$ cat src/rtl/prio_irq_ctrl.sv
module prio_irq_ctrl #(
  parameter int N_LINES = 32,
  parameter int PRIO_W  = 2,
  parameter int DEPTH   = 4,
  localparam int IDX_W  = $clog2(N_LINES)
) (
  input  logic               clk,
  input  logic               rst_n,
  input  logic [N_LINES-1:0] irq_in,
  input  logic               en_wr,
  input  logic [N_LINES-1:0] en_wdata,
  input  logic               sw_set_wr,
  input  logic [N_LINES-1:0] sw_set_mask,
  input  logic               prio_wr,
  input  logic [IDX_W-1:0]   prio_sel,
  input  logic [PRIO_W-1:0]  prio_wdata,
  input  logic               ack,
  input  logic               eos,
  output logic               irq_req,
  output logic [IDX_W-1:0]   irq_vec,
  output logic [PRIO_W-1:0]  irq_prio,
  output logic [PRIO_W:0]    mask_lvl
);
  localparam int SP_W  = $clog2(DEPTH + 1);
  localparam int STK_W = $clog2(DEPTH);
  localparam logic [PRIO_W:0] IDLE = {1'b1, {PRIO_W{1'b0}}};

  logic [N_LINES-1:0] en_q, pend_q, inserv_q, cand;
  logic [PRIO_W-1:0]  prio_q [N_LINES];
  logic [IDX_W-1:0]   stk_vec [DEPTH];
  logic [PRIO_W-1:0]  stk_pri [DEPTH];
  logic [SP_W-1:0]    sp_q, top;
  logic               found, take, pop;
  logic [IDX_W-1:0]   best_i;
  logic [PRIO_W-1:0]  best_p;

  assign cand = pend_q & en_q;

  always_comb begin
    found  = 1'b0;
    best_i = '0;
    best_p = '1;
    for (int i = 0; i < N_LINES; i++)
      if (cand[i] && (!found || prio_q[i] < best_p)) begin
        found  = 1'b1;
        best_i = IDX_W'(i);
        best_p = prio_q[i];
      end
  end

  assign top      = sp_q - SP_W'(1);
  assign mask_lvl = (sp_q == '0) ? IDLE : {1'b0, stk_pri[top[STK_W-1:0]]};
  assign irq_req  = found && ({1'b0, best_p} < mask_lvl);
  assign irq_vec  = best_i;
  assign irq_prio = best_p;
  assign take     = ack && irq_req && !eos && (sp_q < SP_W'(DEPTH));
  assign pop      = eos && (sp_q != '0);

  always_ff @(posedge clk or negedge rst_n) begin
    if (!rst_n) begin
      en_q     <= '0;
      pend_q   <= '0;
      inserv_q <= '0;
      sp_q     <= '0;
      for (int i = 0; i < N_LINES; i++) prio_q[i] <= '0;
      for (int d = 0; d < DEPTH; d++) begin
        stk_vec[d] <= '0;
        stk_pri[d] <= '0;
      end
    end else begin
      if (en_wr) en_q <= en_wdata;
      if (prio_wr) prio_q[prio_sel] <= prio_wdata;
      pend_q <= (pend_q | (irq_in & ~inserv_q) | (sw_set_wr ? sw_set_mask : '0))
                & ~(take ? (N_LINES'(1) << best_i) : '0);
      if (take) begin
        inserv_q[best_i]             <= 1'b1;
        stk_vec[sp_q[STK_W-1:0]]     <= best_i;
        stk_pri[sp_q[STK_W-1:0]]     <= best_p;
        sp_q                         <= sp_q + SP_W'(1);
      end else if (pop) begin
        inserv_q[stk_vec[top[STK_W-1:0]]] <= 1'b0;
        sp_q                              <= top;
      end
    end
  end

  // an offered vector is always more urgent than the level in service
  a_r4_mask_strict: assert property (@(posedge clk) disable iff (!rst_n)
    irq_req |-> ({1'b0, irq_prio} < mask_lvl));

  // an acknowledge raises the service level to the taken priority
  a_r6_ack_level: assert property (@(posedge clk) disable iff (!rst_n)
    (ack && irq_req && !eos) |=> (mask_lvl == {1'b0, $past(irq_prio)}));

  // the taken line is not offered again right after its acknowledge
  a_r6_no_reoffer: assert property (@(posedge clk) disable iff (!rst_n)
    (ack && irq_req && !eos) |=> !(irq_req && irq_vec == $past(irq_vec)));

  // an acknowledge with nothing offered leaves the level unchanged
  a_r9_idle_ack: assert property (@(posedge clk) disable iff (!rst_n)
    (ack && !irq_req && !eos) |=> $stable(mask_lvl));

  // end-of-service on an empty stack keeps the idle level
  a_r7_empty_eos: assert property (@(posedge clk) disable iff (!rst_n)
    (eos && mask_lvl == IDLE) |=> (mask_lvl == IDLE));
endmodule

$ cat config.mk
export PLATFORM = sky130hd
export DESIGN_NAME = prio_irq_ctrl
export DESIGN_NICKNAME = d
export VERILOG_FILES = /design/src/rtl/prio_irq_ctrl.sv
export SDC_FILE = /design/constraint.sdc
export NUM_CORES = 1
export LEC_CHECK = 0
export ABC_AREA = 0
export ABC_CLOCK_PERIOD_IN_PS = 7800
export CAP_MARGIN = 20
export CORE_AREA = 2 2 146 134
export CTS_CLUSTER_DIAMETER = 80
export DETAILED_ROUTE_END_ITERATION = 7
export DIE_AREA = 0 0 148 136
export DONT_BUFFER_PORTS = 1
export HOLD_SLACK_MARGIN = 0.08
export PLACE_DENSITY = 0.8
export SYNTH_ARGS = -nofsm -noshare
export SYNTH_HDL_FRONTEND = slang
export SYNTH_SLANG_ARGS = --single-unit
$ cat constraint.sdc
create_clock -name clk -period 7.8 [get_ports clk]
set_input_delay 0.78 -clock clk [delete_from_list [all_inputs] [get_ports clk]]
set_output_delay 0.78 -clock clk [all_outputs]
set_load 0.05 [all_outputs]
== After elaboration in Yosys (flattened, before gate mapping) ==
Index checks and enable logic that the tools add are counted.
Widths: inputs -> output; s select.

* Flip-flop bits (word level): 191
* Input bits: 110
* Logic and storage cells: 329
* Output and inout port bits: 11

* Reductions and logical operators: 106
* Shifts and indexed selects: 1
* Order comparisons: 42
* Bitwise gates (word level): 13
* Add/sub/neg operators: 2
* Multiplexer cells: 121

{| class="wikitable"
|+ Operators with widths
! kind !! number
|-
| $mux 5 || 33
|-
| $and 32x32->32 || 4
|-
| $mux 32 || 4
|-
| $not 32->32 || 3
|-
| $or 32x32->32 || 3
|-
| $mux 2 || 36
|-
| $bwmux 64 || 1
|-
| $lt 2x2->1 || 31
|-
| $logic_and 1x1->1 || 40
|-
| $mux 1 || 35
|-
| $logic_not 1->1 || 32
|-
| $shl 1x5->32 const A || 1
|-
| $logic_or 1x1->1 || 31
|-
| $bwmux 20 || 1
|-
| $lt 5x6->1 const B || 2
|-
| $bmux 5 s2 || 1
|-
| $demux 1 s5 || 2
|-
| $demux 2 s5 || 1
|-
| $demux 5 s2 || 1
|-
| $ge 5x1->1 const B || 2
|-
| $mux 3 || 3
|-
| $bwmux 8 || 1
|-
| $ge 3x3->1 const B || 2
|-
| $ge 6x6->1 const B || 1
|-
| 13 further kinds || 14
|}

== Depth between registers and ports, before layout ==
* Depth in word-level cells: 134
* Depth in mapped cells: 32
* Depth with buffers taken out: 27

== Least setup slack after synthesis ==
OpenSTA, ideal clock, no wires.

* Path type: flip-flop to output port
* Start point: reg pend_q[11]
* End point: out irq_req
* Stages on the path, launching flop included: 26
* Arrival time: 7141 ps
* Buffers on the path: 2
* Required time: 7020 ps
* Setup slack: -121 ps
* Cells stage by stage: dfrtp_1 -> nand2_1 -> o22ai_1 -> or4_1 -> or4_1 -> buf_2 -> or4_1 -> o21bai_1 -> nor2_1 -> inv_1 -> ha_1 -> o21ai_0 -> nand3_1 -> and2_1 -> mux2i_1 -> ha_1 -> or2_2 -> a21oi_1 -> inv_1 -> and3_1 -> clkbuf_1 -> a21oi_1 -> ha_1 -> o21ai_0 -> nand2b_1 -> a21oi_1

* Cells in the longest elaborated chain, start to end: 85
* Elaborated cells between the ends (all ways): 126
* Classes of those cells: 21 x order compare; 42 x mux; 1 x bitwise; 62 x reduce/logical

{| class="wikitable"
|+ RTL lines
! what !! RTL line !! text
|-
| from (decl) || 28 || <nowiki>logic [N_LINES-1:0] en_q, pend_q, inserv_q, cand;</nowiki>
|-
| from (signal assigned) || 73 || <nowiki>pend_q <= (pend_q | (irq_in & ~inserv_q) | (sw_set_wr ? sw_set_mask : '0))</nowiki>
|-
| $and 32x32->32 (*) || 37 || <nowiki>assign cand = pend_q & en_q;</nowiki>
|-
| $logic_and 1x1->1 (*) || 44 || <nowiki>if (cand[i] && (!found || prio_q[i] < best_p)) begin</nowiki>
|-
| $mux 2 / $mux 1 (equally long branches) || 44 ||
|-
| $lt 2x2->1 / $logic_not 1->1 (equally long branches) || 44 ||
|-
| $logic_or 1x1->1 || 44 ||
|-
| $logic_and 1x1->1 || 44 ||
|-
| $mux 2 / $mux 1 (equally long branches) || 44 ||
|-
| $lt 2x2->1 / $logic_not 1->1 (equally long branches) || 44 ||
|-
| [70 not listed] || - ||
|-
| $mux 2 / $mux 1 (equally long branches) || 44 ||
|-
| $lt 2x2->1 / $logic_not 1->1 (equally long branches) || 44 ||
|-
| $logic_or 1x1->1 || 44 ||
|-
| $logic_and 1x1->1 || 44 ||
|-
| $mux 2 (*) || 44 ||
|-
| via irq_prio[1] || 21 || <nowiki>output logic [PRIO_W-1:0] irq_prio,</nowiki>
|-
| $lt 2x3->1 (*) || 53 || <nowiki>assign irq_req = found && ({1'b0, best_p} < mask_lvl);</nowiki>
|-
| $logic_and 1x1->1 (*) || 53 ||
|-
| to (decl) || 19 || <nowiki>output logic irq_req,</nowiki>
|}

Mark *: on every way through the listed nets, which the timed path passes. The rest lies on a longest branch.

== Final worst setup path ==
* Start point: reg pend_q[8]
* End point: out irq_req

* Cells in the longest elaborated chain, start to end: 97
* Elaborated cells between the ends (all ways): 144
* Classes of those cells: 24 x order compare; 48 x mux; 1 x bitwise; 71 x reduce/logical

{| class="wikitable"
|+ RTL lines
! what !! RTL line
|-
| $and 32x32->32 (*) || 37
|-
| $logic_and 1x1->1 (*) || 44
|-
| $mux 2 / $mux 1 (equally long branches) || 44
|-
| $lt 2x2->1 / $logic_not 1->1 (equally long branches) || 44
|-
| $logic_or 1x1->1 || 44
|-
| $logic_and 1x1->1 || 44
|-
| $mux 2 / $mux 1 (equally long branches) || 44
|-
| $lt 2x2->1 / $logic_not 1->1 (equally long branches) || 44
|-
| [81 not listed] || -
|-
| $logic_and 1x1->1 || 44
|-
| $mux 2 / $mux 1 (equally long branches) || 44
|-
| $lt 2x2->1 / $logic_not 1->1 (equally long branches) || 44
|-
| $logic_or 1x1->1 || 44
|-
| $logic_and 1x1->1 || 44
|-
| $mux 2 || 44
|-
| $lt 2x3->1 || 53
|-
| $logic_and 1x1->1 (*) || 53
|}

Mark *: on every way between the ends. The rest lies on a longest branch, timed or not.

==> results.env <==
SYNTH_EDF_COUNT=0
MAX_CLOCK_FREQ_MHz=134
DPL.HPWL_UM=26500
DIE_W_UM=148
GRTUSAGEMET1_PCT=49.5
RR_STARTPOINT='pend_q[8]'
TIMING.CRITICAL_PATH.FROM='pend_q[8]'
MIN_PERIOD_NS=7.44
CTS_TREE='built'
YOSYSTOPAREACELL='sky130_fd_sc_hd__dfrtp_1'
STARTING_DENSITY_PCT=63.6
SYN_INST=1243
REPORT.FINAL.HOLD_VIOL_COUNT=0
FINISH.UTILIZATION_PCT=69.5
INITIALDRTVIOLATIONCOUNT=1341
CRITICAL_PATH.TOP_DELAY_FAMILY='simple AND/OR/NAND/NOR gates'
WORSTREGTOREGCELLS=26
GRT_MAX_DEGREE=192
GRT_PASS1_WL_UM=56600
PLACEMENT.IO_BUFFERS=0
NETSWITCHINGFRACTION_PCT=41.6
CORE_REGION_AREA_UM2=18700
GROUTE.LAYER.MET2.USAGE_PCT=56.6
DRC=0
CRIT_PATH_MAX_INCR_DELAY_NS=0.56
TIGHTEST_SLEW_NS=1.16
BUSIEST_LAYER='met2'
SWITCHINGPOWER_mW=1.49
ROUTE.DETAILED.VIAS_PER_INST=7.14
MAXSLEWVIOLCOUNT=0
PORTION_OF_SYNTHESIZED_CELL_AREA_OCCUPIED_BY_THE_LEADING_CELL_TYPE_PCT=40.1
CPMAXSTAGEDELAYCELL='sky130_fd_sc_hd__or4_1'
ENDPOINT_KIND='output port'
CLOCK_LATENCY_LATE_SINK_NS=0.45
REG2REG_SLACK_NS=0.41
CRIT_PATH_MAX_FANOUT=8
TOTAL_AREA_OF_MULTI_INPUT_COMBINATIONAL_CELLS_UM2=6830
SYNTH.YOSYS.SEQ_AREA_SHARE_PCT=40.1
SYNTH_COMPOUND_GATE_AREA_SHARE_PCT=23.6
GRT_PASS1_VIAS=10307
CLOCK-SKEW-FINAL_NS=0.0152
CLOCK-ROOT-BUFFER='sky130_fd_sc_hd__clkbuf_16'
CLK_PATH_BUF_DEPTH=2
SYNTH_AREA_LEADERS='sky130_fd_sc_hd__dfrtp_1, sky130_fd_sc_hd__mux2_2, sky130_fd_sc_hd__nand2_1'
GR-USAGE-MET3_PCT=7.55
SETUP_VIOL=0
TIMING.FINAL.WS_SETUP_NS=0.359
GLOBALROUTETOTALUTIL_PCT=36.3
SYNTH_TOP_FAMILY_BY_AREA='compound AO/OA/AOI/OAI gates'
YOSYS.CELL_COUNT.TOP_TYPE='sky130_fd_sc_hd__dfrtp_1'
DESIGN.DIE.AREA_UM2=20100
WORSTPATHREQUIRED_NS=7.02
MAX-CAP-VIOLATIONS=0
TIMING.SETUP.CRITICAL_PATH_CLASS='reg -> out'
YOSYS.AREA_SHARE.SIMPLE_PCT=20.5
H_TREE_LEVELS=4
RESIDUAL_ANTENNA_VIOLATING_NET_COUNT_AFTER_DETAILED_ROUTING=0
ROUTED_WL_UM=36200
VIA_COUNT=10806
CHIPHEIGHT_UM=136
N_FILL_CELL=1432
SYNTH_FF_TYPE='sky130_fd_sc_hd__dfrtp_1'
SETUP_TNS_NS=0
SYNTH.YOSYS.WARNINGS=0
TOP_LEVEL_PORTS=121
FINALWEIGHTEDCONGESTION=1.02
YOSYS.CELL_TYPES.COUNT=106
POSTSYNTH.ASYNCRESETSHARE_PCT=100
WL_PER_CELL_UM=23.9
NUMCTSBUFFERS=17
DRTPASS1ITERATIONS=8
SLEW_HEADROOM_PCT=22.5
SHARE_SEQ_OF_TOTAL_POWER_PCT=37.6
SHARE_COMB_OF_TOTAL_POWER_PCT=36.0
RESULT_OF_THE_RUN='completed'
OVERFLOW=0
CTS.SINKS=191
SYNTH.MUX.AREA_FRACTION_PCT=11.0
PLACEMENT_ROWS=48
POSTSYNTHNETCOUNT=1361
SYN_AVG_CELL_AREA_UM2=9.58
SYNTHESIS.AREA_UM2=11900
SYNTH_SEQ_CELLS=191
CP-START-KIND='register'
IRDROPWORSTVDD_mV=0.303
HOLD_CLASS='in -> async'
FINAL-SEQ-AREA_UM2=4780
SYNTH_COMMONEST_CELLS='sky130_fd_sc_hd__dfrtp_1, sky130_fd_sc_hd__nand2_1, sky130_fd_sc_hd__mux2_2, sky130_fd_sc_hd__nor2_1, sky130_fd_sc_hd__a21oi_1'
WORSTREG2REGEND='inserv_q[2]'
SYN2LAYOUT_AREA_GROWTH_PCT=9.38
GRT_ANTENNA_BEFORE_REPAIR=2
ARRIVAL_NS=6.66
RSZ0062_AT_GRT='false'
POST_ROUTE_CELLS_DRIVE_ABOVE_1_SHARE_PCT=19.6
CRITPATHBUFINV=3
P_PER_AREA_nW_PER_UM2=274
PRE_CTS_SLACK_NS=0.255
FINAL_NET_COUNT=1367
CELLINTERNALPOWER_mW=2.09
LEAKAGE_nW=5.23
SHARE_CLK_OF_TOTAL_POWER_PCT=26.4
PERIOD_SHARE_PCT=95.4
POST_SYNTH_FA_HA_MAJ_AREA_FRACTION_PCT=1.18
CTS.CLK_SLEW.WORST_PATHS_NS=0.08
YOSYS.AREA_SHARE.XOR_XNOR_PCT=0.147
==> cells in the final DEF (no fill, tap or decap), types with 7 or more instances in the layout <==
| cell | instances |
|---|---|
| sky130_fd_sc_hd__a211o_1 | 9 |
| sky130_fd_sc_hd__a211oi_1 | 12 |
| sky130_fd_sc_hd__a21oi_1 | 67 |
| sky130_fd_sc_hd__a221oi_1 | 34 |
| sky130_fd_sc_hd__a22oi_1 | 10 |
| sky130_fd_sc_hd__a31oi_1 | 9 |
| sky130_fd_sc_hd__and2_1 | 14 |
| sky130_fd_sc_hd__and3_1 | 9 |
| sky130_fd_sc_hd__and3b_1 | 9 |
| sky130_fd_sc_hd__buf_4 | 23 |
| sky130_fd_sc_hd__clkbuf_16 | 17 |
| sky130_fd_sc_hd__dfrtp_1 | 190 |
| sky130_fd_sc_hd__ha_1 | 8 |
| sky130_fd_sc_hd__inv_1 | 64 |
| sky130_fd_sc_hd__mux2_2 | 103 |
| sky130_fd_sc_hd__nand2_1 | 107 |
| sky130_fd_sc_hd__nand2b_1 | 12 |
| sky130_fd_sc_hd__nand3_1 | 35 |
| sky130_fd_sc_hd__nand3b_1 | 17 |
| sky130_fd_sc_hd__nand4_1 | 19 |
| sky130_fd_sc_hd__nor2_1 | 102 |
| sky130_fd_sc_hd__nor2b_1 | 10 |
| sky130_fd_sc_hd__nor3_1 | 21 |
| sky130_fd_sc_hd__nor3b_1 | 15 |
| sky130_fd_sc_hd__nor4_1 | 8 |
| sky130_fd_sc_hd__o211ai_1 | 14 |
| sky130_fd_sc_hd__o21a_1 | 10 |
| sky130_fd_sc_hd__o21ai_0 | 59 |
| sky130_fd_sc_hd__o221a_2 | 7 |
| sky130_fd_sc_hd__o22a_1 | 12 |
| sky130_fd_sc_hd__o22ai_1 | 8 |
| sky130_fd_sc_hd__or2_2 | 11 |
| sky130_fd_sc_hd__or3_1 | 11 |
| sky130_fd_sc_hd__or4_1 | 8 |
==> power groups by stage <==
stage / Clock [mW] / Sequential, mW / Combinational (mW)
2_1_floorplan: 0 / 1.28 / 0.931
3_3_place_gp: 0 / 1.34 / 1.19
3_5_place_dp: 0 / 1.35 / 1.21
4_1_cts: 0.947 / 1.33 / 1.24
5_1_grt: 0.987 / 1.37 / 1.37
6_report: 0.942 / 1.34 / 1.29
==> routing by layer <==
metal | vias up | share of wire, % | wire length (um)
li1 | 4792 | - | -
met1 | 5276 | 41 | 14900
met2 | 613 | 45 | 16200
met3 | 125 | 9.5 | 3430
met4 | 0 | 4.5 | 1610
met5 | - | 0 | 0
==> cells by family (layout without fill, tap and decap cells) <==
group | after synthesis | in the layout
compound gates | 373 | 373
buf+inv | 102 | 121
mux | 111 | 111
other cells | 0 | 2
flops | 191 | 191
xor+xnor | 2 | 2
fa+ha+maj | 12 | 12
simple gates | 452 | 452
==> per-stage QoR <==
step           hold slack [ns]  cell area, um2  instances  power (mW)
5_1_grt                  0.471           13000       1514        3.73
3_5_place_dp             0.467           12200       1476        2.56
4_1_cts                  0.452           12900       1509        3.52
2_1_floorplan            0.445           11900       1243        2.21
3_3_place_gp             0.458           12200       1476        2.53
6_report                 0.343           13000       1514        3.57
==> how the worst max path moves through the flow <==
stage                  end  slack [ns]  cells past startpoint
6_report           irq_req        0.36                     25
5_1_grt            irq_req        0.01                     26
3_3_place_gp   inserv_q[5]        0.55                     26
2_1_floorplan      irq_req        0.24                     25
4_1_cts            irq_req        0.06                     25
3_5_place_dp   inserv_q[2]        0.26                     26
==> flip-flops by register name, indices dropped and copies added (netlist names) <==
register / cells
en_q: 32
inserv_q: 32
pend_q: 32
prio_q: 64
sp_q: 3
stk_pri: 8
stk_vec: 20
==> repair_timing <==
action,CTS,global route
hold buffers,1,0
setup buffers,0,3
endpoints found under the hold margin,191,0
gates resized for setup,0,23
endpoints found under the setup margin,0,76
==> area by class of cell <==
cell class,instances,share of cell area (%)
Multi-Input combinational cell,950,52.4
Clock inverter,15,1.74
Timing Repair Buffer,24,1.54
Inverter,65,1.87
Sequential cell,191,36.7
Tap cell,250,2.40
Clock buffer,17,3.27
Antenna cell,2,0.0384
No activity file was read; power rests on OpenSTA's default activity.
